===== config.mk =====
export PLATFORM = sky130hd
export DESIGN_NAME = smdac_encoder
export DESIGN_NICKNAME = d
export VERILOG_FILES = /design/src/rtl/smdac_pkg.sv /design/src/rtl/smdac_sync.sv /design/src/rtl/smdac_ctrl.sv /design/src/rtl/smdac_datapath.sv /design/src/rtl/smdac_encoder.sv
export SDC_FILE = /design/constraint.sdc
export NUM_CORES = 1
export LEC_CHECK = 0
export BUFFER_PORTS_ARGS = -buffer_cell sky130_fd_sc_hd__buf_2
export CAP_MARGIN = 5
export CORE_ASPECT_RATIO = 1.75
export CORE_MARGIN = 5
export CORE_UTILIZATION = 61
export CTS_CLUSTER_DIAMETER = 200
export CTS_CLUSTER_SIZE = 16
export DETAILED_ROUTE_END_ITERATION = 10
export MAX_ROUTING_LAYER = met4
export PLACE_DENSITY = 0.85
export SYNTH_ARGS = -nofsm -noshare
export SYNTH_HDL_FRONTEND = slang
export SYNTH_SLANG_ARGS = --single-unit

===== constraint.sdc =====
create_clock -name clk -period 20.9 [get_ports clk]
set_input_delay 2.09 -clock clk [delete_from_list [all_inputs] [get_ports clk]]
set_output_delay 2.09 -clock clk [all_outputs]
set_load 0.05 [all_outputs]

===== src/rtl/smdac_pkg.sv =====
`timescale 1ns/1ps
package smdac_pkg;

  typedef enum logic [1:0] {
    MODE_STATIC = 2'd0,
    MODE_SHAPE  = 2'd1,
    MODE_RANDOM = 2'd2,
    MODE_DITHER = 2'd3
  } mode_e;

  // strobes from control to datapath
  typedef struct packed {
    logic holdFixed;
    logic useToggle;
    logic useRandom;
    logic addDither;
  } steer_t;

endpackage


===== src/rtl/smdac_sync.sv =====
`timescale 1ns/1ps
module smdac_sync #(
  parameter int WIDTH  = 10,
  parameter int STAGES = 2
) (
  input  logic             clk,
  input  logic             rst,
  input  logic [WIDTH-1:0] dIn,
  output logic [WIDTH-1:0] dOut
);

  logic [WIDTH-1:0] stageQ [STAGES];

  for (genvar i = 0; i < STAGES; i++) begin : g_stage
    if (i == 0) begin : g_first
      always_ff @(posedge clk) begin
        if (rst) stageQ[0] <= '0;
        else     stageQ[0] <= dIn;
      end
    end else begin : g_next
      always_ff @(posedge clk) begin
        if (rst) stageQ[i] <= '0;
        else     stageQ[i] <= stageQ[i-1];
      end
    end
  end

  assign dOut = stageQ[STAGES-1];

endmodule


===== src/rtl/smdac_ctrl.sv =====
`timescale 1ns/1ps
module smdac_ctrl
  import smdac_pkg::*;
#(
  parameter int                LFSR_W    = 16,
  parameter logic [LFSR_W-1:0] LFSR_SEED = 'hACE1,
  parameter logic [LFSR_W-1:0] LFSR_TAPS = 'hD008
) (
  input  logic              clk,
  input  logic              rst,
  input  logic [1:0]        modeSel,
  output steer_t            steer,
  output logic [LFSR_W-1:0] rndBits
);

  logic [LFSR_W-1:0] lfsrQ;
  logic              fbBit;
  mode_e             modeNow;

  assign fbBit = ^(lfsrQ & LFSR_TAPS);

  always_ff @(posedge clk) begin
    if (rst) lfsrQ <= LFSR_SEED;
    else     lfsrQ <= {lfsrQ[LFSR_W-2:0], fbBit};
  end

  assign rndBits = lfsrQ;
  assign modeNow = mode_e'(modeSel);

  always_comb begin
    steer = '0;
    unique case (modeNow)
      MODE_STATIC: steer.holdFixed = 1'b1;
      MODE_SHAPE:  steer.useToggle = 1'b1;
      MODE_RANDOM: steer.useRandom = 1'b1;
      MODE_DITHER: begin
        steer.useToggle = 1'b1;
        steer.addDither = 1'b1;
      end
      default:     steer.holdFixed = 1'b1;
    endcase
  end


  lfsr_live_chk: assert property (@(posedge clk) disable iff (rst) lfsrQ != '0)
    else $error("lfsr reached the all-zero state");

endmodule


===== src/rtl/smdac_datapath.sv =====
`timescale 1ns/1ps
module smdac_datapath
  import smdac_pkg::*;
#(
  parameter int CODE_W = 8,
  parameter int LEVELS = 55,
  parameter int NSEG   = 5,
  parameter int LFSR_W = 16
) (
  input  logic              clk,
  input  logic              rst,
  input  logic [CODE_W-1:0] codeQ,
  input  steer_t            steer,
  input  logic [LFSR_W-1:0] rndBits,
  output logic [2*NSEG-1:0] elemOut
);

  localparam int SPAN   = 2 * (LEVELS - 1);
  localparam int HALF_W = $clog2(SPAN + 1);
  localparam int LVL_W  = $clog2(LEVELS);
  localparam int REM_W  = LVL_W + 2;
  localparam int PROD_W = CODE_W + 1 + HALF_W;
  localparam int ELEM_N = 2 * NSEG;
  localparam int SUM_W  = NSEG + 2;

  logic [CODE_W:0]     dithCode;
  logic [PROD_W-1:0]   scaled;
  logic [HALF_W-1:0]   halfVal;
  logic                roundPick;
  logic                roundBit;
  logic [LVL_W-1:0]    level;
  logic [1:0]          digit [NSEG];
  logic [REM_W-1:0]    remLeft;
  logic                halfState;
  logic [NSEG-1:0]     pairState;
  logic [NSEG-1:0]     pairSel;
  logic [ELEM_N-1:0]   elemNext;

  // scale to the half-unit grid, with optional one-LSB dither
  assign dithCode = {1'b0, codeQ} + {{CODE_W{1'b0}}, steer.addDither & rndBits[0]};
  assign scaled   = PROD_W'(dithCode) * PROD_W'(SPAN) + PROD_W'(2 ** (CODE_W - 1));
  assign halfVal  = scaled[CODE_W +: HALF_W];

  // half-unit rounding cell
  always_comb begin
    if (steer.useToggle)      roundPick = halfState;
    else if (steer.useRandom) roundPick = rndBits[1];
    else                      roundPick = 1'b0;
  end
  assign roundBit = halfVal[0] & roundPick;
  assign level    = LVL_W'(halfVal >> 1) + LVL_W'(roundBit);

  // greedy split of the level into per-pair counts, top pair first
  always_comb begin : splitDigits
    logic [REM_W-1:0] rem;
    rem = REM_W'(level);
    for (int s = NSEG - 1; s >= 0; s--) begin
      if (rem >= (REM_W'(2) << s)) begin
        digit[s] = 2'd2;
        rem      = rem - (REM_W'(2) << s);
      end else if (rem >= (REM_W'(1) << s)) begin
        digit[s] = 2'd1;
        rem      = rem - (REM_W'(1) << s);
      end else begin
        digit[s] = 2'd0;
      end
    end
    remLeft = rem;
  end

  // per-pair steering of the lone unit
  for (genvar s = 0; s < NSEG; s++) begin : g_pair
    assign pairSel[s] = steer.useToggle ? pairState[s]
                      : (steer.useRandom ? rndBits[2+s] : 1'b0);
    assign elemNext[2*s]   = (digit[s] == 2'd2) | ((digit[s] == 2'd1) & ~pairSel[s]);
    assign elemNext[2*s+1] = (digit[s] == 2'd2) | ((digit[s] == 2'd1) &  pairSel[s]);
  end

  always_ff @(posedge clk) begin
    if (rst) begin
      pairState <= '0;
    end else begin
      for (int s = 0; s < NSEG; s++) begin
        if (steer.useToggle && digit[s] == 2'd1) pairState[s] <= ~pairState[s];
      end
    end
  end

  always_ff @(posedge clk) begin
    if (rst) begin
      elemOut   <= '0;
      halfState <= 1'b0;
    end else begin
      elemOut <= elemNext;
      if (steer.useToggle && halfVal[0]) halfState <= ~halfState;
    end
  end

  // ---------------- checks ----------------
  logic [SUM_W-1:0] outWeight;
  logic [NSEG-1:0]  loneHigh;

  always_comb begin
    outWeight = '0;
    for (int s = 0; s < NSEG; s++) begin
      outWeight = outWeight + ((SUM_W'(elemOut[2*s]) + SUM_W'(elemOut[2*s+1])) << s);
      loneHigh[s] = elemOut[2*s+1] & ~elemOut[2*s];
    end
  end


  decomp_exact_chk: assert property (@(posedge clk) disable iff (rst) remLeft == '0)
    else $error("level not fully split across pairs");


  level_range_chk: assert property (@(posedge clk) disable iff (rst)
    outWeight <= SUM_W'(LEVELS - 1))
    else $error("weighted output above top level");


  static_fixed_chk: assert property (@(posedge clk) disable iff (rst)
    steer.holdFixed |=> loneHigh == '0)
    else $error("static mode placed lone unit on odd element");


  random_hold_chk: assert property (@(posedge clk) disable iff (rst)
    steer.useRandom |=> ($stable(pairState) && $stable(halfState)))
    else $error("steering state moved in random mode");

endmodule


===== src/rtl/smdac_encoder.sv =====
`timescale 1ns/1ps
module smdac_encoder
  import smdac_pkg::*;
#(
  parameter int                CODE_W      = 8,
  parameter int                LEVELS      = 55,
  parameter int                NSEG        = 5,
  parameter int                SYNC_STAGES = 2,
  parameter int                LFSR_W      = 16,
  parameter logic [LFSR_W-1:0] LFSR_SEED   = 'hACE1,
  parameter logic [LFSR_W-1:0] LFSR_TAPS   = 'hD008
) (
  input  logic              clk,
  input  logic              rst,
  input  logic [CODE_W-1:0] codeIn,
  input  logic              shapeEn,
  input  logic              ditherEn,
  output logic [2*NSEG-1:0] elemOut
);

  localparam int SYNC_W = CODE_W + 2;

  logic [SYNC_W-1:0] rawIn;
  logic [SYNC_W-1:0] syncIn;
  steer_t            steer;
  logic [LFSR_W-1:0] rndBits;

  assign rawIn = {ditherEn, shapeEn, codeIn};

  smdac_sync #(.WIDTH(SYNC_W), .STAGES(SYNC_STAGES)) u_sync (
    .clk  (clk),
    .rst  (rst),
    .dIn  (rawIn),
    .dOut (syncIn)
  );

  smdac_ctrl #(.LFSR_W(LFSR_W), .LFSR_SEED(LFSR_SEED), .LFSR_TAPS(LFSR_TAPS)) u_ctrl (
    .clk     (clk),
    .rst     (rst),
    .modeSel (syncIn[SYNC_W-1:CODE_W]),
    .steer   (steer),
    .rndBits (rndBits)
  );

  smdac_datapath #(.CODE_W(CODE_W), .LEVELS(LEVELS), .NSEG(NSEG), .LFSR_W(LFSR_W)) u_dp (
    .clk     (clk),
    .rst     (rst),
    .codeQ   (syncIn[CODE_W-1:0]),
    .steer   (steer),
    .rndBits (rndBits),
    .elemOut (elemOut)
  );

endmodule


## Yosys cells after proc, flatten, opt, wreduce, memory -nomap -nowiden

Memories as Yosys holds them, arrays and structs flattened.
Cells that the tools add are included.

| word-level totals | value |
|---|---|
| bits in registers | 32 |
| bits in latches | 0 |
| memory bits (writable) | 20 |
| ROM bits | 0 |
| word-level logic and storage cells | 125 |
| memories kept | 1 |

Memories:

| memory | depth | width | rd ports | clocked after Yosys merged registers in | wr ports | line | text |
|---|---|---|---|---|---|---|---|
| u_sync.stageQ | 2 | 10 | 2 | 0 | 2 | smdac_sync.sv:12 | `logic [WIDTH-1:0] stageQ [STAGES];` |

| operators by class | value |
|---|---|
| add/sub/neg operators | 11 |
| multipliers | 1 |
| div/mod/pow operators | 0 |
| $lt $le $gt $ge | 10 |
| equal/unequal tests | 13 |
| shifts and indexed selects | 0 |
| multiplexer cells | 38 |
| bitwise logic cells | 35 |
| reductions and logical operators | 8 |

Operator list:

| kind | number |
|---|---|
| $mux 8 | 8 |
| $mux 1 | 23 |
| $mux 10 | 2 |
| $ge 8x2->1 const B | 2 |
| $ge 8x3->1 const B | 2 |
| $ge 8x4->1 const B | 2 |
| $reduce_xor 16->1 | 1 |
| $sub 8x3->8 const B | 2 |
| $sub 8x4->8 const B | 2 |
| $add 15x8->15 const B | 1 |
| $eq 2x2->1 const B | 7 |
| $mul 9x5->13 const B | 1 |
| $and 1x1->1 | 12 |
| $eq 2x1->1 const B | 6 |
| $or 1x1->1 | 12 |
| $not 1->1 | 11 |
| $mux 2 | 5 |
| $add 8x1->9 | 1 |
| $ge 8x1->1 const B | 1 |
| $ge 8x5->1 const B | 1 |
| $sub 8x2->8 const B | 1 |
| $sub 8x5->8 const B | 1 |
| $sub 6x5->7 const B | 1 |
| $sub 6x6->7 const B | 1 |
| 5 further kinds | 10 |

## Longest topological paths before layout

Gate-level depths: netlist of run 1.
An unclocked memory read counts as a cell.

| depth | value |
|---|---|
| depth in word-level cells | 27 |
| gate-level depth with buffers | 53 |
| depth with buffers taken out | 50 |

## Modules after synthesis

From an unflattened synthesis of run 1, not the netlist that was laid out.

| unflattened totals | value |
|---|---|
| cells, all modules | 482 |
| area, all modules | 4,337.9 µm² |

Modules (own cells, without submodules):

| module | times used | cells an instance | area an instance (µm²) |
|---|---|---|---|
| smdac_datapath | 1 | 400 | 3,245.6 |
| smdac_sync | 1 | 42 | 618.1 |
| smdac_ctrl | 1 | 40 | 474.2 |

## Worst setup path before layout of run 1

OpenSTA, ideal clock, no wires.

| timing path | value |
|---|---|
| path type | register to register |
| start point | mem u_sync.stageQ[1][8] |
| end point | reg u_dp.pairState[0] |
| arrival time | 10.794 ns |
| slack | 9.982 ns |
| cell stages (with the launch flop) | 53 |
| buffers on the path | 4 |
| path through | dfxtp_1 > clkbuf_1 > and3_1 > ha_1 > ha_1 > nand3_1 > xor2_1 > inv_1 > ha_1 > fa_1 > fa_1 > ha_1 > buf_4 > nor2b_1 > o2bb2ai_1 > a31oi_2 > and2_1 > clkbuf_1 > [17 not listed] > o31ai_1 > xnor2_1 > inv_1 > ha_1 > nand2_1 > o21ba_2 > o2111ai_1 > xnor2_1 > ha_1 > inv_1 > nor2_1 > nand2b_1 > o31ai_1 > nand3_1 > mux2_4 > xor2_2 > nor4_2 > mux2_1 |

RTL lines:

| element | line | text |
|---|---|---|
| from (decl) | smdac_sync.sv:12 |  |
| to (signal, indexed assignment) | smdac_datapath.sv:84 | `if (steer.useToggle && digit[s] == 2'd1) pairState[s] <= ~pairState[s];` |
| to (decl) | smdac_datapath.sv:35 | `logic [NSEG-1:0] pairState;` |

==> results of run 1 <==
==> worst register-to-register path: cells and delay by family, from the launching register on <==
kind	cells	cell delay [ns]
mux	3	0.80
compound gates	8	2.97
simple gates	14	2.80
fa+ha+maj	10	3.00
flops	1	0.58
buf+inv	6	0.67
xor+xnor	4	1.64
==> final timing paths <==
kind / from / to / slack [ns] / cells past startpoint
max: u_sync.stageQ[1][8] / u_dp.pairState[0] / 8.34 / 45
min: u_ctrl.rndBits[10] / u_ctrl.rndBits[11] / 0.42 / 1
max reg2reg: u_sync.stageQ[1][8] / u_dp.pairState[0] / 8.34 / 45
min reg2reg: u_ctrl.rndBits[10] / u_ctrl.rndBits[11] / 0.42 / 1
==> final cells by class <==
class | instances | area (um^2)
clock buffer | 6 | 128.9
clock inverter | 2 | 16.27
fill | 567 | 2298
inverter | 42 | 157.7
multi-input combinational | 390 | 3054
sequential | 52 | 1041
tap | 84 | 105.1
timing repair buffer | 21 | 105.1
==> registers in the layout, summed over array words and instances, names as in the netlist <==
signal and count:
u_ctrl.rndBits 16, u_dp.elemOut 10, u_dp.halfState 1, u_dp.pairState 5
u_sync.stageQ 20
==> cells in the final DEF, fill, tap and decap left out, drive strengths merged, types with 3 or more instances in the layout <==
master | synthesis | final
a2111oi | 3 | 3
a211o | 3 | 3
a211oi | 9 | 9
a21o | 4 | 4
a21oi | 19 | 19
a22o | 5 | 5
a31oi | 7 | 7
and2 | 9 | 9
and3 | 10 | 10
buf | 5 | 21
clkbuf | 9 | 6
dfxtp | 52 | 52
fa | 9 | 9
ha | 50 | 50
inv | 41 | 41
mux2 | 3 | 3
nand2 | 32 | 32
nand2b | 5 | 5
nand3 | 12 | 12
nand4 | 3 | 3
nor2 | 35 | 35
nor2b | 33 | 33
nor3 | 8 | 8
nor4 | 3 | 3
o211a | 6 | 6
o211ai | 5 | 5
o21a | 5 | 5
o21ai | 19 | 19
o21ba | 3 | 3
o21bai | 3 | 3
o2bb2ai | 3 | 3
o31ai | 5 | 5
or2 | 10 | 10
or3 | 5 | 5
xnor2 | 17 | 17
xor2 | 15 | 15
==> report_power, final <==
part           internal, mW  switching [mW]  total [mW]  leakage, nW
Combinational        0.0883           0.159       0.247         1.60
Clock                0.0446          0.0341      0.0787       0.0671
Sequential            0.106         0.00331       0.110        0.431
==> stage by stage <==
| step | power, mW | worst slack [ns] | util [%] | instance area [um^2] | cells |
|---|---|---|---|---|---|
| floorplan | 0.3045 | 9.982 | - | 4317 | 498 |
| global placement | 0.3517 | 8.812 | 64.62 | 4463 | 589 |
| detailed placement | 0.3543 | 8.439 | 64.62 | 4463 | 589 |
| CTS | 0.4345 | 8.360 | 66.72 | 4608 | 597 |
| global route | 0.4664 | 7.209 | 66.72 | 4608 | 597 |
| finish | 0.4353 | 8.338 | 66.72 | 4608 | 597 |
==> layer usage <==
metal  wire length (um)  GRT usage, %
met5                  0             -
met4                327         9.637
met3                230         2.736
met2               5419         43.17
met1               3714         22.65
==> cells by family (layout without fill, tap and decap cells) <==
kind of cell,count (synthesis),after routing
compound gates,120,120
xor+xnor,32,32
fa+ha+maj,59,59
buf+inv,56,71
flops,52,52
mux,5,5
simple gates,174,174
==> summary.txt, run 1 <==
Synth
  – Post-synth EDFFs: 0
  – Synth cell count leaders: 52 x dfxtp_1, 50 x ha_1, 39 x inv_1
  – Distinct cells, synth: 82
  – Compound-gate portion of the synthesized area: 21.97%
  – Synthesized-area fraction occupied by and/or/nand/nor cells: 22.03%
  – Xor and xnor fraction of the mapped netlist area: 6.667%
  – Warnings from Yosys: 0
  – Synthesized area: 0.004317 mm^2
  – Post-synthesis mux area share: under 10%
  – Seq/Total Area, Yosys: 24.12%
  – Post-synth top flop: dfxtp_1
  – Yosys top cell by area: dfxtp_1
  – Syn avg cell area: 8.668 um^2
  – Main combinational cell family by area after synthesis: simple AND/OR/NAND/NOR gates
  – Synth Register Bits: between 50 and 60
  – Post-synthesis cell count: around 500
  – Ranking of synthesized cells by area: dfxtp_1 24%, ha_1 14%, nor2b_1 4.8%
  – Count leader, synth: dfxtp_1
  – Share of the synthesized area in the top cell type: 24.12%
  – Net Count, Synth: 569
  – Async S/R FF share, synth: 0%
  – Adder-cell share of the synthesized area: approximately a fifth

Cells and area
  – Total inserted antenna cells: 0
  – Share of cells above drive strength 1: roughly an eighth
  – Fin nets: roughly 580
  – Area delta synth->final: 6.754%

Die
  – IO Count: 22
  – Die area: around 0.009 mm^2
  – Initial core utilization: 62.50%
  – FP Rows: 40
  – Die Span Y: roughly 120 um
  – Core area: around 0.0069 mm^2
  – Die X: around 74 um

Global route
  – Gr ovfl total: 0
  – First-pass GRT wire length: about 16000 um
  – Vias in the first global route: roughly 3600
  – Largest net degree at the start of global routing: 54
  – Gr usage total: 22.89%
  – Initial antenna violation count: 0

Worst setup path
  – Worst Path Required: 21.07 ns
  – Critical path class: register to register
  – CP top delay family: adder cells
  – Endpoint class of the critical path: register
  – WP data arrival: 12.73 ns
  – CP Max Fanout: 15
  – CP Launch Type: register
  – Bufs and invs on worst path: 6
  – Critical path's largest stage delay: 0.70 ns
  – Slowest cell on the critical path: a221oi_2
  – Cell mode on critical path: ha_1

Clocking
  – Worst-Skew Late Latency: 0.29 ns
  – Clock buffer depth: 2
  – Total CTS buffers: 5
  – Clock Sinks: 52
  – CTS hold repair buffers: 0
  – PostCTS Resize Cnt: 0
  – CTS clock-pin slew for the worst setup and hold paths: 0.07 ns
  – CTS H-tree lvls: 2
  – CTS root buf: clkbuf_16
  – TritonCTS clock tree: built
  – Postcts setup bufs: 0

Route
  – Initial drt markers: 182
  – WL/cell: 16.23 um
  – Via count: approximately 3600
  – Post-DRT Antenna Nets: 0
  – First-pass detailed-route iteration total: 4
  – Routed wire length: 9692 um
  – Vias per cell: around 6
  – # DRC: 0

Power and ir drop
  – Pleak: 2.097 nW
  – Worst-case vdd ir drop: 0.1070 mV
  – Pwr dens: 94.46 mW/mm^2

STA
  – Tmin final: 12.56 ns
  – Fin Setup TNS: 0 ns
  – RSZ-0062 raised after global routing: false
  – Worst-Margin Slew: roughly 0.93 ns
  – Fmax: 79.61 MHz
  – Finish-stage setup viols: 0
  – WHS: 0.4196 ns
  – Fin crit share: 60.10%
  – Max transition margin: 38.12%
  – Clock skew: between 0.005 and 0.006 ns
  – Max-slew violations: 0
  – Final Hold Viols: 0

Run status
  – Outcome: completed

Placed design
  – Dpl hpwl: 7714 um
  – Routability congestion estimate: 0.9735
  – I/O Buffers: 21

Flow run
  – Max-Cap Viols: 0

Hold path
  – Hold WC Path Type: register to register
(Power assumes the default switching activity.)
==> run 2: changes to the inputs <==
- CORE_UTILIZATION: 61 -> 56
- PLACE_DENSITY: 0.85 -> 0.83
- clock period: 20.9 -> 10.8 ns (I/O delays scaled with it)
==> run 2 against run 1 <==
Compared with the run above: routed wire length rose by 12%; highest routed layer unchanged; global-route usage fell by 0.62 points; utilization rose by 0.95 points; largest cell class unchanged; hold slack improved by 0.012 ns; cell area rose by 11%; sequential cell count did not move; first-iteration DRC count rose by 3.8%; critical path type unchanged.
==> summary.txt, run 2 (synthesis gave the netlist of run 1 again) <==
Worst setup path
  – Endpoint class of the critical path: register
  – WP data arrival: 10.60 ns (-2.13 ns)
  – Worst Path Required: 10.97 ns (-10.10 ns)
  – Slowest cell on the critical path: fa_1
  – Critical path's largest stage delay: 0.57 ns (-0.13 ns)
  – Depth of the most critical reg-to-reg path: 49 (+8.9%)
  – Critical path class: register to register
  – CP Max Fanout: 9 (-6)
  – CP Launch Type: register

Clocking
  – CTS H-tree lvls: 2 (unchanged)
  – Clock Sinks: 52 (unchanged)
  – Clock buffer depth: 2 (unchanged)
  – TritonCTS clock tree: built
  – CTS clock-pin slew for the worst setup and hold paths: 0.06 ns (about the same)
  – CTS root buf: clkbuf_16
  – Total CTS buffers: 5 (unchanged)
  – CTS hold repair buffers: 0 (unchanged)
  – Worst-Skew Late Latency: 0.28 ns (about the same)

STA
  – Max-slew violations: 0 (unchanged)
  – Max transition margin: 44.30% (+6.2 points)
  – Finish-stage setup viols: 0 (unchanged)
  – Final Hold Viols: 0 (unchanged)
  – Fin crit share: 96.57% (+36 points)
  – Worst-Margin Slew: 0.8281 ns (-0.1002 ns)
  – Tmin final: 10.43 ns (-2.132 ns)
  – Fmax: 95.88 MHz (+20%)
  – Clock skew: 0.004003 ns (-0.001278 ns)
  – Fin Setup TNS: 0 ns (unchanged)

Placed design
  – Routability congestion estimate: 0.9826 (+0.93%)
  – Inst Count DP: 609 (+3.4%)
  – Dpl hpwl: 7955 um (+3.1%)
  – I/O Buffers: 21 (unchanged)

Cells and area
  – Fin nets: 612 (+5.0%)
  – Biggest register: u_sync.stageQ
  – Total inserted antenna cells: 0 (unchanged)
  – Final non-filler cell total: 630 (+5.5%)
  – Max reg flops: 20 (unchanged)
  – Most common cell after layout, fill and taps aside: dfxtp_1
  – Final core utilization: 67.68% (+0.95 points)
  – Share of cells above drive strength 1: 24.72% (+12 points)
  – Most frequent cells in the layout: 52 x dfxtp_1, 41 x ha_1, 38 x inv_1, 33 x nor2_1
  – Area delta synth->final: 18.64%

Global route
  – First-pass GRT wire length: 17730 um (+12%)
  – Vias in the first global route: 3988 (+12%)
  – Gr ovfl total: 0 (unchanged)
  – Largest net degree at the start of global routing: 54 (unchanged)
  – Initial antenna violation count: 0 (unchanged)
  – Gr usage total: 22.28% (-0.62 points)

Die
  – Die area: 0.009634 mm^2 (+7.9%)
  – Initial core utilization: 57.04% (-5.5 points)
  – Die Span Y: 126.1 um (+4.0%)
  – FP Rows: 42 (+5.0%)
  – Core area: 0.007567 mm^2 (+9.6%)
  – Die X: 76.37 um (+3.8%)
  – IO Count: 22 (unchanged)

Route
  – Routed wire length: 10830 um (+12%)
  – # DRC: 0 (unchanged)
  – Vias per cell: 6.090 (+1.9%)
  – Post-DRT Antenna Nets: 0 (unchanged)
  – Initial drt markers: 189 (+3.8%)
  – Via count: 3837 (+7.5%)
  – WL/cell: 17.18 um (+5.8%)
  – First-pass detailed-route iteration total: 4 (unchanged)

Power and ir drop
  – Pwr dens: 190.7 mW/mm^2 (+100%)
  – Worst-case vdd ir drop: 0.1754 mV (+64%)
  – Pleak: 2.266 nW (+8.1%)
  – Power, Total: 0.9765 mW (+120%)

Run status
  – Outcome: completed

Hold path
  – Hold path depth: 1 (unchanged)
  – Hold WC Path Type: register to register

Flow run
  – Max-Cap Viols: 0 (unchanged)
## run 2: cell types whose count changed in the layout (fill, tap and decap cells not counted), sizes merged
cell and change:
bufinv +1, buf +29, clkbuf -1
## run 2: repair_timing
item                                    CTS  global route
buffers inserted                          4             9
endpoints found under the setup margin    3             6
gates resized for setup                  15            36
pin swaps                                 2            15
## run 2: worst max-delay path, delay by kind of cell, from the launching register on
family	cells	cell delay, ns
adder cells (fa/ha/maj)	11	2.98
AND/OR/NAND/NOR	14	3.26
buffers and inverters	8	0.75
flip-flops	1	0.34
multiplexers	2	0.49
AO/OA/AOI/OAI	11	1.85
XOR/XNOR	3	0.62
## run 2: power breakdown
part,switching [mW],internal (mW),total (mW)
Sequential,0.00638,0.206,0.212
Clock,0.0628,0.109,0.171
Combinational,0.354,0.239,0.593
Total,0.423,0.553,0.976
## run 2: final timing paths
check	startpoint	endpoint	slack, ns
worst max-delay path	u_ctrl.rndBits[0]	u_dp.pairState[0]	0.37
worst min-delay path	u_sync.stageQ[0][9]	u_sync.stageQ[1][9]	0.43
worst max register to register	u_ctrl.rndBits[0]	u_dp.pairState[0]	0.37
worst min register to register	u_sync.stageQ[0][9]	u_sync.stageQ[1][9]	0.43
## run 2: cell type report
class | count | area [um^2]
multi-input combinational | 390 | 3322
fill | 576 | 2446
sequential | 52 | 1041
timing repair buffer | 50 | 322.8
inverter | 42 | 157.7
clock buffer | 5 | 125.1
tap | 88 | 110.1
clock inverter | 3 | 42.54
## run 2: layer usage
metal | track usage, % | vias to the layer above | wire length [um]
met3 | 3.357 | 36 | 329
met2 | 41.57 | 97 | 6100
met5 | - | - | 0
met1 | 22.29 | 1856 | 4006
met4 | 10.20 | 0 | 388
li1 | - | 1848 | -
## run 2: stage by stage
stage	instance area (um^2)	worst slack, ns	hold WS [ns]
floorplan	4324	0.02857	0.3895
global placement	4596	0.04515	0.4050
detailed placement	4596	-0.4074	0.3975
CTS	4866	0.007392	0.4322
global route	5121	-0.1198	0.4472
finish	5121	0.3707	0.4312
